## src/rtl/bfs_pkg.sv

```systemverilog
package bfs_pkg;
    typedef enum logic [0:0] {
        OC_WATCH = 1'b0,
        OC_RETRY = 1'b1
    } oc_state_e;
endpackage

```

## src/rtl/bfs_uv_level.sv

```systemverilog
module bfs_uv_level (
    input  logic clk,
    input  logic rst_n,
    input  logic uv_in,
    output logic uv_active
);
    logic uv_d, uv_q;

    always_comb begin
        uv_d = uv_in;
    end

    always_ff @(posedge clk or negedge rst_n) begin
        if (!rst_n) uv_q <= 1'b0;
        else        uv_q <= uv_d;
    end

    assign uv_active = uv_q;

    p_uv_set_r1: assert property (@(posedge clk) disable iff (!rst_n)
        uv_in |=> uv_active);
    p_uv_clear_r1: assert property (@(posedge clk) disable iff (!rst_n)
        !uv_in |=> !uv_active);
endmodule

```

## src/rtl/bfs_oc_retry.sv

```systemverilog
module bfs_oc_retry
    import bfs_pkg::*;
#(
    parameter int NUM_SW    = 4,
    parameter int DEG_CYC   = 150,
    parameter int RETRY_CYC = 300000
) (
    input  logic              clk,
    input  logic              rst_n,
    input  logic [NUM_SW-1:0] oc_in,
    output logic              retry_active
);
    localparam int GW = $clog2(DEG_CYC + 1);
    localparam int RW = (RETRY_CYC > 1) ? $clog2(RETRY_CYC) : 1;
    localparam logic [GW-1:0] G_LAST = GW'(DEG_CYC);
    localparam logic [RW-1:0] R_LAST = RW'(RETRY_CYC - 1);

    typedef struct packed {
        oc_state_e       st;
        logic [GW-1:0]   gcnt;
        logic [RW-1:0]   rcnt;
    } oc_regs_t;

    oc_regs_t d, q;
    logic     oc_any;

    assign oc_any = |oc_in;

    always_comb begin
        d = q;
        unique case (q.st)
            OC_WATCH: begin
                if (oc_any) begin
                    if (q.gcnt == G_LAST) begin
                        d.st   = OC_RETRY;
                        d.gcnt = '0;
                        d.rcnt = '0;
                    end else begin
                        d.gcnt = q.gcnt + GW'(1);
                    end
                end else begin
                    d.gcnt = '0;
                end
            end
            OC_RETRY: begin
                if (q.rcnt == R_LAST) begin
                    d.st   = OC_WATCH;
                    d.rcnt = '0;
                    d.gcnt = '0;
                end else begin
                    d.rcnt = q.rcnt + RW'(1);
                end
            end
            default: d = '0;
        endcase
    end

    always_ff @(posedge clk or negedge rst_n) begin
        if (!rst_n) q <= '0;
        else        q <= d;
    end

    assign retry_active = (q.st == OC_RETRY);

    p_entry_needs_flag_r2: assert property (@(posedge clk) disable iff (!rst_n)
        $rose(retry_active) |-> $past(oc_any));
    p_retry_holds_r3: assert property (@(posedge clk) disable iff (!rst_n)
        (retry_active && q.rcnt != R_LAST) |=> retry_active);
    p_retry_ends_r3: assert property (@(posedge clk) disable iff (!rst_n)
        (retry_active && q.rcnt == R_LAST) |=> !retry_active);
    p_rearm_from_zero_r4: assert property (@(posedge clk) disable iff (!rst_n)
        $fell(retry_active) |-> (q.gcnt == '0));
endmodule

```

## src/rtl/bfs_thermal_hold.sv

```systemverilog
module bfs_thermal_hold (
    input  logic clk,
    input  logic rst_n,
    input  logic hot_in,
    input  logic cool_in,
    output logic shut_active
);
    logic shut_d, shut_q;

    always_comb begin
        shut_d = shut_q;
        if (hot_in)       shut_d = 1'b1;
        else if (cool_in) shut_d = 1'b0;
    end

    always_ff @(posedge clk or negedge rst_n) begin
        if (!rst_n) shut_q <= 1'b0;
        else        shut_q <= shut_d;
    end

    assign shut_active = shut_q;

    p_hot_sets_r5: assert property (@(posedge clk) disable iff (!rst_n)
        hot_in |=> shut_active);
    p_hold_until_cool_r5: assert property (@(posedge clk) disable iff (!rst_n)
        (shut_active && !cool_in) |=> shut_active);
    p_cool_clears_r6: assert property (@(posedge clk) disable iff (!rst_n)
        (!hot_in && cool_in) |=> !shut_active);
endmodule

```

## src/rtl/bridge_fault_supervisor.sv

```systemverilog
module bridge_fault_supervisor #(
    parameter int NUM_SW    = 4,
    parameter int DEG_CYC   = 150,
    parameter int RETRY_CYC = 300000
) (
    input  logic              clk,
    input  logic              rst_n,
    input  logic              uv_flag,
    input  logic [NUM_SW-1:0] oc_flags,
    input  logic              ot_flag,
    input  logic              cool_flag,
    output logic              bridge_off,
    output logic              uv_stat,
    output logic              oc_stat,
    output logic              ot_stat
);
    bfs_uv_level u_uv (
        .clk       (clk),
        .rst_n     (rst_n),
        .uv_in     (uv_flag),
        .uv_active (uv_stat)
    );

    bfs_oc_retry #(
        .NUM_SW    (NUM_SW),
        .DEG_CYC   (DEG_CYC),
        .RETRY_CYC (RETRY_CYC)
    ) u_oc (
        .clk          (clk),
        .rst_n        (rst_n),
        .oc_in        (oc_flags),
        .retry_active (oc_stat)
    );

    bfs_thermal_hold u_ot (
        .clk         (clk),
        .rst_n       (rst_n),
        .hot_in      (ot_flag),
        .cool_in     (cool_flag),
        .shut_active (ot_stat)
    );

    assign bridge_off = uv_stat | oc_stat | ot_stat;

    p_off_after_uv_r7: assert property (@(posedge clk) disable iff (!rst_n)
        uv_flag |=> bridge_off);
    p_off_after_hot_r7: assert property (@(posedge clk) disable iff (!rst_n)
        ot_flag |=> bridge_off);
    p_uv_keeps_retry_r8: assert property (@(posedge clk) disable iff (!rst_n)
        (oc_stat && uv_flag && $past(oc_stat) && !$fell(oc_stat)) |=> (bridge_off));
endmodule

```

## config.mk

```make
export PLATFORM = sky130hd
export DESIGN_NAME = bridge_fault_supervisor
export DESIGN_NICKNAME = d
export VERILOG_FILES = /design/src/rtl/bfs_pkg.sv /design/src/rtl/bfs_uv_level.sv /design/src/rtl/bfs_oc_retry.sv /design/src/rtl/bfs_thermal_hold.sv /design/src/rtl/bridge_fault_supervisor.sv
export SDC_FILE = /design/constraint.sdc
export NUM_CORES = 1
export LEC_CHECK = 0
export BUFFER_PORTS_ARGS = -buffer_cell sky130_fd_sc_hd__buf_2
export CORE_ASPECT_RATIO = 0.7
export CORE_MARGIN = 2
export CORE_UTILIZATION = 60
export CTS_CLUSTER_SIZE = 16
export DETAILED_ROUTE_END_ITERATION = 8
export GPL_ROUTABILITY_DRIVEN = 0
export PLACE_DENSITY = 0.82
export SLEW_MARGIN = 20
export SYNTH_ARGS = -nofsm -noshare
export SYNTH_HDL_FRONTEND = slang
export SYNTH_SLANG_ARGS = --single-unit
```

## constraint.sdc

```tcl
create_clock -name clk -period 3.2 [get_ports clk]
set_clock_uncertainty 0.1 [all_clocks]
set_input_delay 0.16 -clock clk [delete_from_list [all_inputs] [get_ports clk]]
set_output_delay 0.16 -clock clk [all_outputs]
set_load 0.01 [all_outputs]
```

== Word-level counts from Yosys, hierarchy flattened ==
Index checks and enable logic that the tools add are counted.

* Output and inout port bits: 4
* Flip-flop bits (word level): 30

* Muxes and demuxes: 11
* Bitwise operators: 3
* Reductions and logical operators: 3
* Add/subtract/negate cells: 2
* Equality and inequality tests: 5

{| class="wikitable"
|+ Operators by type and width
! kind !! number
|-
| 19-bit two-way mux || 3
|-
| 28-bit one-hot mux with 2 select lines || 1
|-
| 19-bit by 1-bit adder with 19-bit output (second input constant) || 1
|-
| 19-bit == test (second input constant) || 1
|-
| 8-bit two-way mux || 2
|-
| 9-bit two-way mux || 1
|-
| 8-bit by 1-bit adder with 8-bit output (second input constant) || 1
|-
| 8-bit == test (second input constant) || 1
|-
| 1-bit two-way mux || 4
|-
| 2-bit by 1-bit != test with 1-bit output (second input constant) || 2
|-
| 4-bit OR reduction || 1
|-
| 2-bit != test (second input constant) || 1
|-
| 1-bit OR || 2
|-
| 2-bit AND reduction || 1
|-
| 2-bit nonzero test || 1
|-
| 1-bit inverter || 1
|}

== Logic depth before layout (Yosys ltp) ==
Gate-level depths: netlist of run 1.

* Depth in word-level cells: 4
* Mapped depth: 8
* Gate-level depth less buffers: 7

== Hierarchy ==
Synthesis of run 1 repeated with hierarchy kept, for this count alone.

* Cell total of the unflattened synthesis: 173
* Area total of the unflattened synthesis: 1641.6 um2

{| class="wikitable"
|+ By module, submodules not included
! module !! times used !! cells each !! area an instance (um2)
|-
| bfs_oc_retry || 1 || 168 || 1574.0
|-
| bfs_thermal_hold || 1 || 3 || 36.3
|-
| bfs_uv_level || 1 || 1 || 25.0
|-
| bridge_fault_supervisor || 1 || 1 || 6.3
|}

== Least setup slack after synthesis of run 1 ==
No wires, ideal clock.

* Kind: register to register
* Start: reg u_oc.q[0] in the netlist's numbering
* End: reg u_oc.q[18] in the netlist's numbering
* Cell stages (with the launch flop): 7
* Clock period less this slack: 1.974 ns
* Data arrival time: 1.794 ns
* Data required time: 3.020 ns
* Setup slack: 1.226 ns
* Cells stage by stage: dfrtp_1 ha_1 and4_2 nand2_1 or4_4 or3_1 o211ai_2

* Longest elaborated chain between the ends: 3
* Elaborated cells on any way between the ends: 4

{| class="wikitable"
|+ Ends and longest elaborated chain
! what !! RTL line !! text
|-
| start: declaration || bfs_oc_retry.sv:24 || <nowiki>oc_regs_t d, q;</nowiki>
|-
| start signal: assignment || bfs_oc_retry.sv:59 || <nowiki>if (!rst_n) q <= '0;</nowiki>
|-
| start signal: assignment || bfs_oc_retry.sv:60 || <nowiki>else q <= d;</nowiki>
|-
| 19-bit by 1-bit adder with 19-bit output or 19-bit == test (tied branches) || bfs_oc_retry.sv:51, bfs_oc_retry.sv:46 ||
|-
| 19-bit two-way mux (*) || bfs_oc_retry.sv:46 || <nowiki>if (q.rcnt == R_LAST) begin</nowiki>
|-
| 28-bit one-hot mux with 2 select lines (*) || bfs_oc_retry.sv:31 || <nowiki>unique case (q.st)</nowiki>
|}

Every way passes the cells marked *; elsewhere a longest branch is shown, timed or not.
A chain may end at the register's enable or synchronous reset.

== Worst setup path in the final report of run 1 ==
* Start: reg u_oc.q[0] in the netlist's numbering
* End: reg u_oc.q[7] in the netlist's numbering

Same word-level chain as after synthesis.

==> results of run 1 <==
-- sequential cells by signal, summed over array words and instances (netlist names) --
register           cells
u_oc.retry_active      1
u_oc.q                27
u_ot.shut_active       1
u_uv.uv_active         1
-- per-stage QoR --
stage / power, W / utilization (%) / cells
floorplan: 0.000652 / - / 186
global placement: 0.000702 / 67.4 / 227
detailed placement: 0.000718 / 67.4 / 227
CTS: 0.00104 / 72.1 / 238
global route: 0.00109 / 72.1 / 238
finish: 0.00104 / 72.1 / 238
-- routing by layer --
layer / track usage (%) / vias to the layer above
li1: - / 697
met1: 38.0 / 709
met2: 46.2 / 64
met3: 6.35 / 10
met4: 15.1 / 0
met5: 0 / -
-- worst paths after layout --
| kind | slack [ns] | start | endpoint | cells after the start |
|---|---|---|---|---|
| worst max-delay path | 0.98 | u_oc.q[0] | u_oc.q[7] | 6 |
| worst min-delay path | 0.04 | cool_flag | u_ot.shut_active | 3 |
| worst max register to register | 0.98 | u_oc.q[0] | u_oc.q[7] | 6 |
| worst min register to register | 0.40 | u_ot.shut_active | u_ot.shut_active | 1 |
| max in group asynchronous | 2.22 | rst_n | u_oc.q[20] | 2 |
| min in group asynchronous | 0.34 | rst_n | u_oc.q[26] | 2 |
-- kinds of logic (layout without fill, tap and decap cells) --
kind of cell | Yosys count | in the layout
compound gates | 50 | 50
xor+xnor | 4 | 4
fa+ha+maj | 3 | 3
buf+inv | 17 | 35
flops | 30 | 30
simple gates | 82 | 82
-- worst register-to-register path: cells and delay by family (launching register included) --
kind	cells	cell delay, ns
fa+ha+maj	1	0.25
compound gates	3	0.98
flops	1	0.42
simple gates	2	0.38
-- cell usage after synthesis (2+ instances only) --
library cell  number  area (sq um)
xor2_1             2          17.5
dfrtp_1           30           751
clkbuf_1           2          7.51
clkbuf_8           2          27.5
or4_1              2          15.0
or2_2              2          12.5
o21ai_0           24           120
nor3_1             7          35.0
a21oi_1            9          45.0
xnor2_1            2          17.5
ha_1               3          37.5
or3_1              8          50.1
a21o_1             5          37.5
nor2_1            14          52.6
nand3_1            8          40.0
nand4_1            3          18.8
and3_1             4          25.0
o211ai_1           2          15.0
nand2_1           19          71.3
nor4_1             4          25.0
and4_2             2          20.0
inv_1             10          37.5
-- power groups by stage --
stage / clock network (W) / logic, W / registers [W]
after global routing: 0.000335 / 0.000200 / 0.000558
after floorplan: 0 / 0.000128 / 0.000524
after global placement: 0 / 0.000161 / 0.000542
final: 0.000315 / 0.000174 / 0.000547
after detailed placement: 0 / 0.000169 / 0.000549
after CTS: 0.000319 / 0.000174 / 0.000543
-- area by class of cell --
class / count / area (sq um)
Multi-Input combinational cell: 139 / 817
Sequential cell: 30 / 751
Fill cell: 207 / 712
Timing Repair Buffer: 16 / 97.6
Clock buffer: 7 / 86.3
Tap cell: 34 / 42.5
Inverter: 11 / 41.3
Clock inverter: 1 / 5.00
==> results by group, run 1 <==
Status
  – Status: complete, no violations

Logic synthesis
  – Largest family of logic cells by synthesized area: simple AND/OR/NAND/NOR gates
  – Sequential-to-total area share from yosys stat: 45.2%
  – Synth Register Bits: 30
  – Synth Area in Simple Gates: 26.6%
  – Mapped Nets: 198
  – Synth warn: 0
  – Syn avg cell area: 8.93 sq um
  – Xor/xnor share of the synthesized area: 2.11%
  – Post-synthesis adder-cell area fraction: 2.26%
  – Yosys cell types: 44
  – Mux cell area share after synthesis: 0%
  – FFs w/ async S/R, synth: 100%
  – Compound-Gate Fraction of Synth Area: 18.2%
  – Top FF cell, synth: dfrtp_1
  – Synthesized area: 1660 sq um
  – Post-synth EDFFs: 0
  – Synthesized instance count: roughly 190

Worst setup path
  – Critical path class: reg -> reg
  – Slowest cell on crit path: o21a_1
  – Crit-path max FO: 19
  – Worst path bufs/invs: 0
  – Largest stage delay on the critical path: about 0.6 ns
  – Worst setup EP type: flop
  – CP Launch Type: flop
  – CP delay by family, top: compound AO/OA/AOI/OAI gates
  – Worst endpoint data arrival time: 2.31 ns
  – Required time of the critical path: ~3.3 ns
  – Worst-path cell chain: ha_1 -> and4_2 -> nand4_1 -> o21a_1 -> a21oi_1 -> o22ai_1

STA
  – Peak Freq: 451 MHz
  – Setup TNS: 0 ns
  – Tmin final: 2.22 ns
  – Slew HR: 53.0%
  – Min Hold Slack: 0.0352 ns
  – Actual slew at the worst max-slew pin: 0.706 ns
  – Final Max Slew Viols: 0
  – Unrepaired setup endpoints after global routing: false
  – # setup viols final: 0
  – Final hold violation count: 0
  – Final period util: ~69%
  – Final worst slack: 0.984 ns

Clock network
  – Post-CTS Repair Setup Buffers: 0
  – Longest Clk Path Bufs: 2
  – Hold buffers post-CTS: 3
  – Worst-path clk slew: 0.06 ns
  – Post-CTS sizing: 0
  – Num CTS Buffers: 5
  – TritonCTS clock tree: done
  – CTS H-tree lvls: 2
  – Clk_lat worst skew: 0.29 ns
  – Clock sinks: 30
  – Root buffer cell: clkbuf_8

Place
  – Setup WS pre-CTS: between 1 and 1.5 ns
  – DPL Wire Length: roughly 2.7 mm
  – Port-buffer cells: 12
  – Area post-placement: ~1700 sq um

Finish
  – Synth-to-layout area growth: 10.9%
  – Commonest non-fill, non-tap cells in the layout: 30 x dfrtp_1, 24 x o21ai_0, 19 x nand2_1, 14 x nor2_1, 12 x buf_2
  – Ant. Diodes: 0
  – Layout cells sized above 1: approximately 16%
  – NumNets Final: 215
  – Final instance area: 1840 sq um
  – Most common cell after layout, fill and taps aside: dfrtp_1

Route
  – Via density: 6.22
  – Detail Route Antenna Nets: 0
  – Met3 WL: around 300 um
  – Avg WL per Cell: 16.5 um
  – DR iter-0 viols: 168
  – WL met2: 1.74 mm
  – Metal1 wirelength: 1.80 mm
  – Max Used Layer: met4
  – Vias: about 1,500
  – Final WL: 3.92 mm
  – Drt drc: 0
  – First-pass detailed-route iteration total: 4

Global routing
  – Initial antenna violation count: 0
  – Vias in the first global route: ~1,300
  – Largest net degree at the start of global routing: 31
  – Global Route Usage Sum: 28.9%
  – First-pass GRT wire length: 6.40 mm
  – Grt total ovfl: 0

Floorplanning
  – Top Ports: 13
  – Die W: 66.9 um
  – CORE AREA: 2550 sq um
  – Starting Density: 65.0%
  – Die Area: 3210 sq um
  – Std-Cell Rows: 15
  – Die height: between 40 and 50 um

Run
  – MaxCap Viol Count: 0

Pwr
  – Power per cell area: about 560 nW/um^2
  – Max VDD drop: 378 uV
  – Clk pwr share: a little under a third
  – P_leak: approximately 0.80 nW
  – Gate power share: around 17%
  – Net Switching: approximately 0.00033 W
  – Sequential power share: 52.8%
  – Internal power: a little over 0.0007 W
  – Switch share: 31.7%

Min path
  – Hold Crit Class: in -> reg
No activity file was read; power rests on OpenSTA's default activity.
==> run 2, diff against run 1 <==
--- a/config.mk
+++ b/config.mk
@@ -8,11 +8,11 @@
 export BUFFER_PORTS_ARGS = -buffer_cell sky130_fd_sc_hd__buf_2
 export CORE_ASPECT_RATIO = 0.7
 export CORE_MARGIN = 2
-export CORE_UTILIZATION = 60
+export CORE_UTILIZATION = 59
 export CTS_CLUSTER_SIZE = 16
 export DETAILED_ROUTE_END_ITERATION = 8
 export GPL_ROUTABILITY_DRIVEN = 0
-export PLACE_DENSITY = 0.82
+export PLACE_DENSITY = 0.81
 export SLEW_MARGIN = 20
 export SYNTH_ARGS = -nofsm -noshare
 export SYNTH_HDL_FRONTEND = slang
==> constraint.sdc (replaced) <==
create_clock -name clk -period 2.2 [get_ports clk]
set_clock_uncertainty 0.1 [all_clocks]
set_input_delay 0.11 -clock clk [delete_from_list [all_inputs] [get_ports clk]]
set_output_delay 0.11 -clock clk [all_outputs]
set_load 0.01 [all_outputs]
==> results by group, run 2 (synthesis results as in run 1) <==
Clock network
  – Num CTS Buffers: 5 (unchanged)
  – Clk_lat worst skew: 0.28 ns (about the same)
  – Clock sinks: 30 (unchanged)
  – Post-CTS Repair Setup Buffers: 0 (unchanged)
  – Root buffer cell: clkbuf_8
  – Worst-path clk slew: 0.06 ns (about the same)
  – CTS H-tree lvls: 2 (unchanged)
  – TritonCTS clock tree: done
  – Longest Clk Path Bufs: 2 (unchanged)

STA
  – Final hold violation count: 0 (unchanged)
  – # setup viols final: 0 (unchanged)
  – Slew HR: 56.7% (+3.8 points)
  – Final period util: 95.6% (+26 points)
  – Actual slew at the worst max-slew pin: 0.649 ns (-0.0563 ns)
  – Final worst slack: 0.0977 ns (-0.887 ns)
  – Tmin final: 2.10 ns (-0.113 ns)
  – Final Max Slew Viols: 0 (unchanged)
  – Setup TNS: 0 ns (unchanged)
  – Unrepaired setup endpoints after global routing: false
  – Peak Freq: 476 MHz (+5.4%)

Floorplanning
  – Top Ports: 13 (unchanged)
  – Starting Density: 60.5% (-4.5 points)
  – Die height: 48.4 um (+0.78%)
  – CORE AREA: 2740 sq um (+7.5%)
  – Die Area: 3260 sq um (+1.6%)
  – Std-Cell Rows: 16 (+1)
  – Die W: 67.4 um (+0.79%)

Route
  – Final WL: 3.48 mm (-11%)
  – Detail Route Antenna Nets: 0 (unchanged)
  – Avg WL per Cell: 14.5 um (-12%)
  – Vias: 1,422 (-3.9%)
  – DR iter-0 viols: 139 (-17%)
  – Drt drc: 0 (unchanged)
  – First-pass detailed-route iteration total: 4 (unchanged)
  – Via density: 5.93 (-4.7%)

Worst setup path
  – Worst Setup SP: u_oc.q[0]
  – Slowest cell on crit path: or4_4
  – Required time of the critical path: 2.30 ns (-1.00 ns)
  – Critical path class: reg -> reg
  – Worst setup EP type: flop
  – Largest stage delay on the critical path: 0.45 ns (-0.15 ns)
  – Worst endpoint data arrival time: 2.20 ns (-0.11 ns)
  – Worst-path cell chain: ha_4 -> and4_2 -> nand2_1 -> or4_4 -> or3_1 -> o211ai_2
  – CP Launch Type: flop
  – Worst R2R Start: u_oc.q[0]
  – Crit-path max FO: 5 (-14)

Finish
  – Number of flip-flops under the largest register name: 27 (unchanged)
  – Multi-input logic area: 841 sq um (+2.9%)
  – Layout cells sized above 1: 17.2% (+1.5 points)
  – Ant. Diodes: 0 (unchanged)
  – Fill cell count: 218 (+5.3%)
  – Final instance area: 1870 sq um (+1.4%)
  – Synth-to-layout area growth: 12.4%
  – Commonest non-fill, non-tap cells in the layout: 30 x dfrtp_1, 24 x o21ai_0, 19 x nand2_1, 13 x nor2_1, 12 x buf_2
  – Most flops, register: u_oc.q
  – Reg area: 751 sq um (unchanged)
  – Most common cell after layout, fill and taps aside: dfrtp_1
  – NumNets Final: 215 (unchanged)

Global routing
  – First-pass GRT wire length: 6.20 mm (-3.1%)
  – Initial antenna violation count: 0 (unchanged)
  – Largest net degree at the start of global routing: 31 (unchanged)
  – Vias in the first global route: 1,365 (+1.3%)
  – Grt total ovfl: 0 (unchanged)
  – Global Route Usage Sum: 25.7% (-3.2 points)

Run
  – MaxCap Viol Count: 0 (unchanged)

Pwr
  – Clk pwr share: 29.3% (-1.1 points)
  – P_leak: 0.800 nW (about the same)
  – Gate power share: 17.5% (+0.7 points)
  – Sequential power share: 53.2% (+0.4 points)
  – Switch share: 30.6% (-1.1 points)
  – Net Switching: 0.000458 W (+40%)
  – Max VDD drop: 596 uV (+58%)
  – Power per cell area: 802 nW/um^2 (+43%)
  – Internal power: 0.00104 W (+47%)

Place
  – Area post-placement: 1720 sq um (+0.15%)
  – DPL Wire Length: 2.49 mm (-6.6%)
  – Setup WS pre-CTS: 0.0602 ns (-0.976 ns)
  – Port-buffer cells: 12 (unchanged)

Status
  – Status: complete, no violations

Min path
  – Worst Hold Launch: cool_flag
  – Hold Crit Class: in -> reg
==> run 2: cell counts in the layout (fill, tap and decap cells not counted) <==
No cell type changed its count.
==> run 2: per-layer routing <==
layer  GRT usage, %  up-vias  wire [um]
li1               -      702          -
met1           37.2      674       1700
met2           38.0       39       1510
met3           6.98        7        212
met4           7.14        0         59
met5              0        -          0
==> run 2: area by class of cell <==
class / count / share of cell area (%)
clock buffers: 7 / 4.62
clock inverters: 1 / 0.268
inverters: 11 / 2.21
multi-input cells: 139 / 45.0
flip-flops and latches: 30 / 40.2
well taps: 36 / 2.41
repair buffers: 16 / 5.23
==> run 2: power groups by stage <==
| stage | registers, W | clock network (W) | logic, W |
|---|---|---|---|
| after floorplan | 0.000762 | 0 | 0.000187 |
| after global placement | 0.000785 | 0 | 0.000233 |
| after detailed placement | 0.000794 | 0 | 0.000243 |
| after CTS | 0.000785 | 0.000454 | 0.000250 |
| after global routing | 0.000819 | 0.000485 | 0.000312 |
| final | 0.000798 | 0.000439 | 0.000261 |
==> run 2: worst max-delay path: cells and delay by family (launching register included) <==
family / cells / cell delay, ns
AOI/OAI and AO/OA: 1 / 0.15
adders and majority gates: 1 / 0.17
DFF: 1 / 0.43
and+or+nand+nor: 4 / 1.18
==> run 2: per-stage QoR <==
stage	cells	util, %	power, W	hold WS (ns)
after CTS	240	67.2	0.00149	0.0123
after global placement	229	62.8	0.00102	0.0660
final	240	68.1	0.00150	0.00627
after floorplan	186	-	0.000949	-0.286
after detailed placement	229	62.8	0.00104	0.0774
after global routing	240	68.1	0.00162	0.0134
==> run 2: what timing repair did <==
item	in CTS	in global routing
endpoints found under the setup margin	0	19
hold buffers	3	0
resized for setup	0	5
endpoints found under the hold margin	32	0
==> run 2: worst paths after layout <==
kind	to	slack (ns)	cells after the start
worst max-delay path	u_oc.q[18]	0.1	6
worst min-delay path	u_ot.shut_active	0.006	3
worst max register to register	u_oc.q[18]	0.1	6
worst min register to register	u_ot.shut_active	0.42	1
max in group asynchronous	u_ot.shut_active	1.27	2
min in group asynchronous	u_oc.q[4]	0.31	2
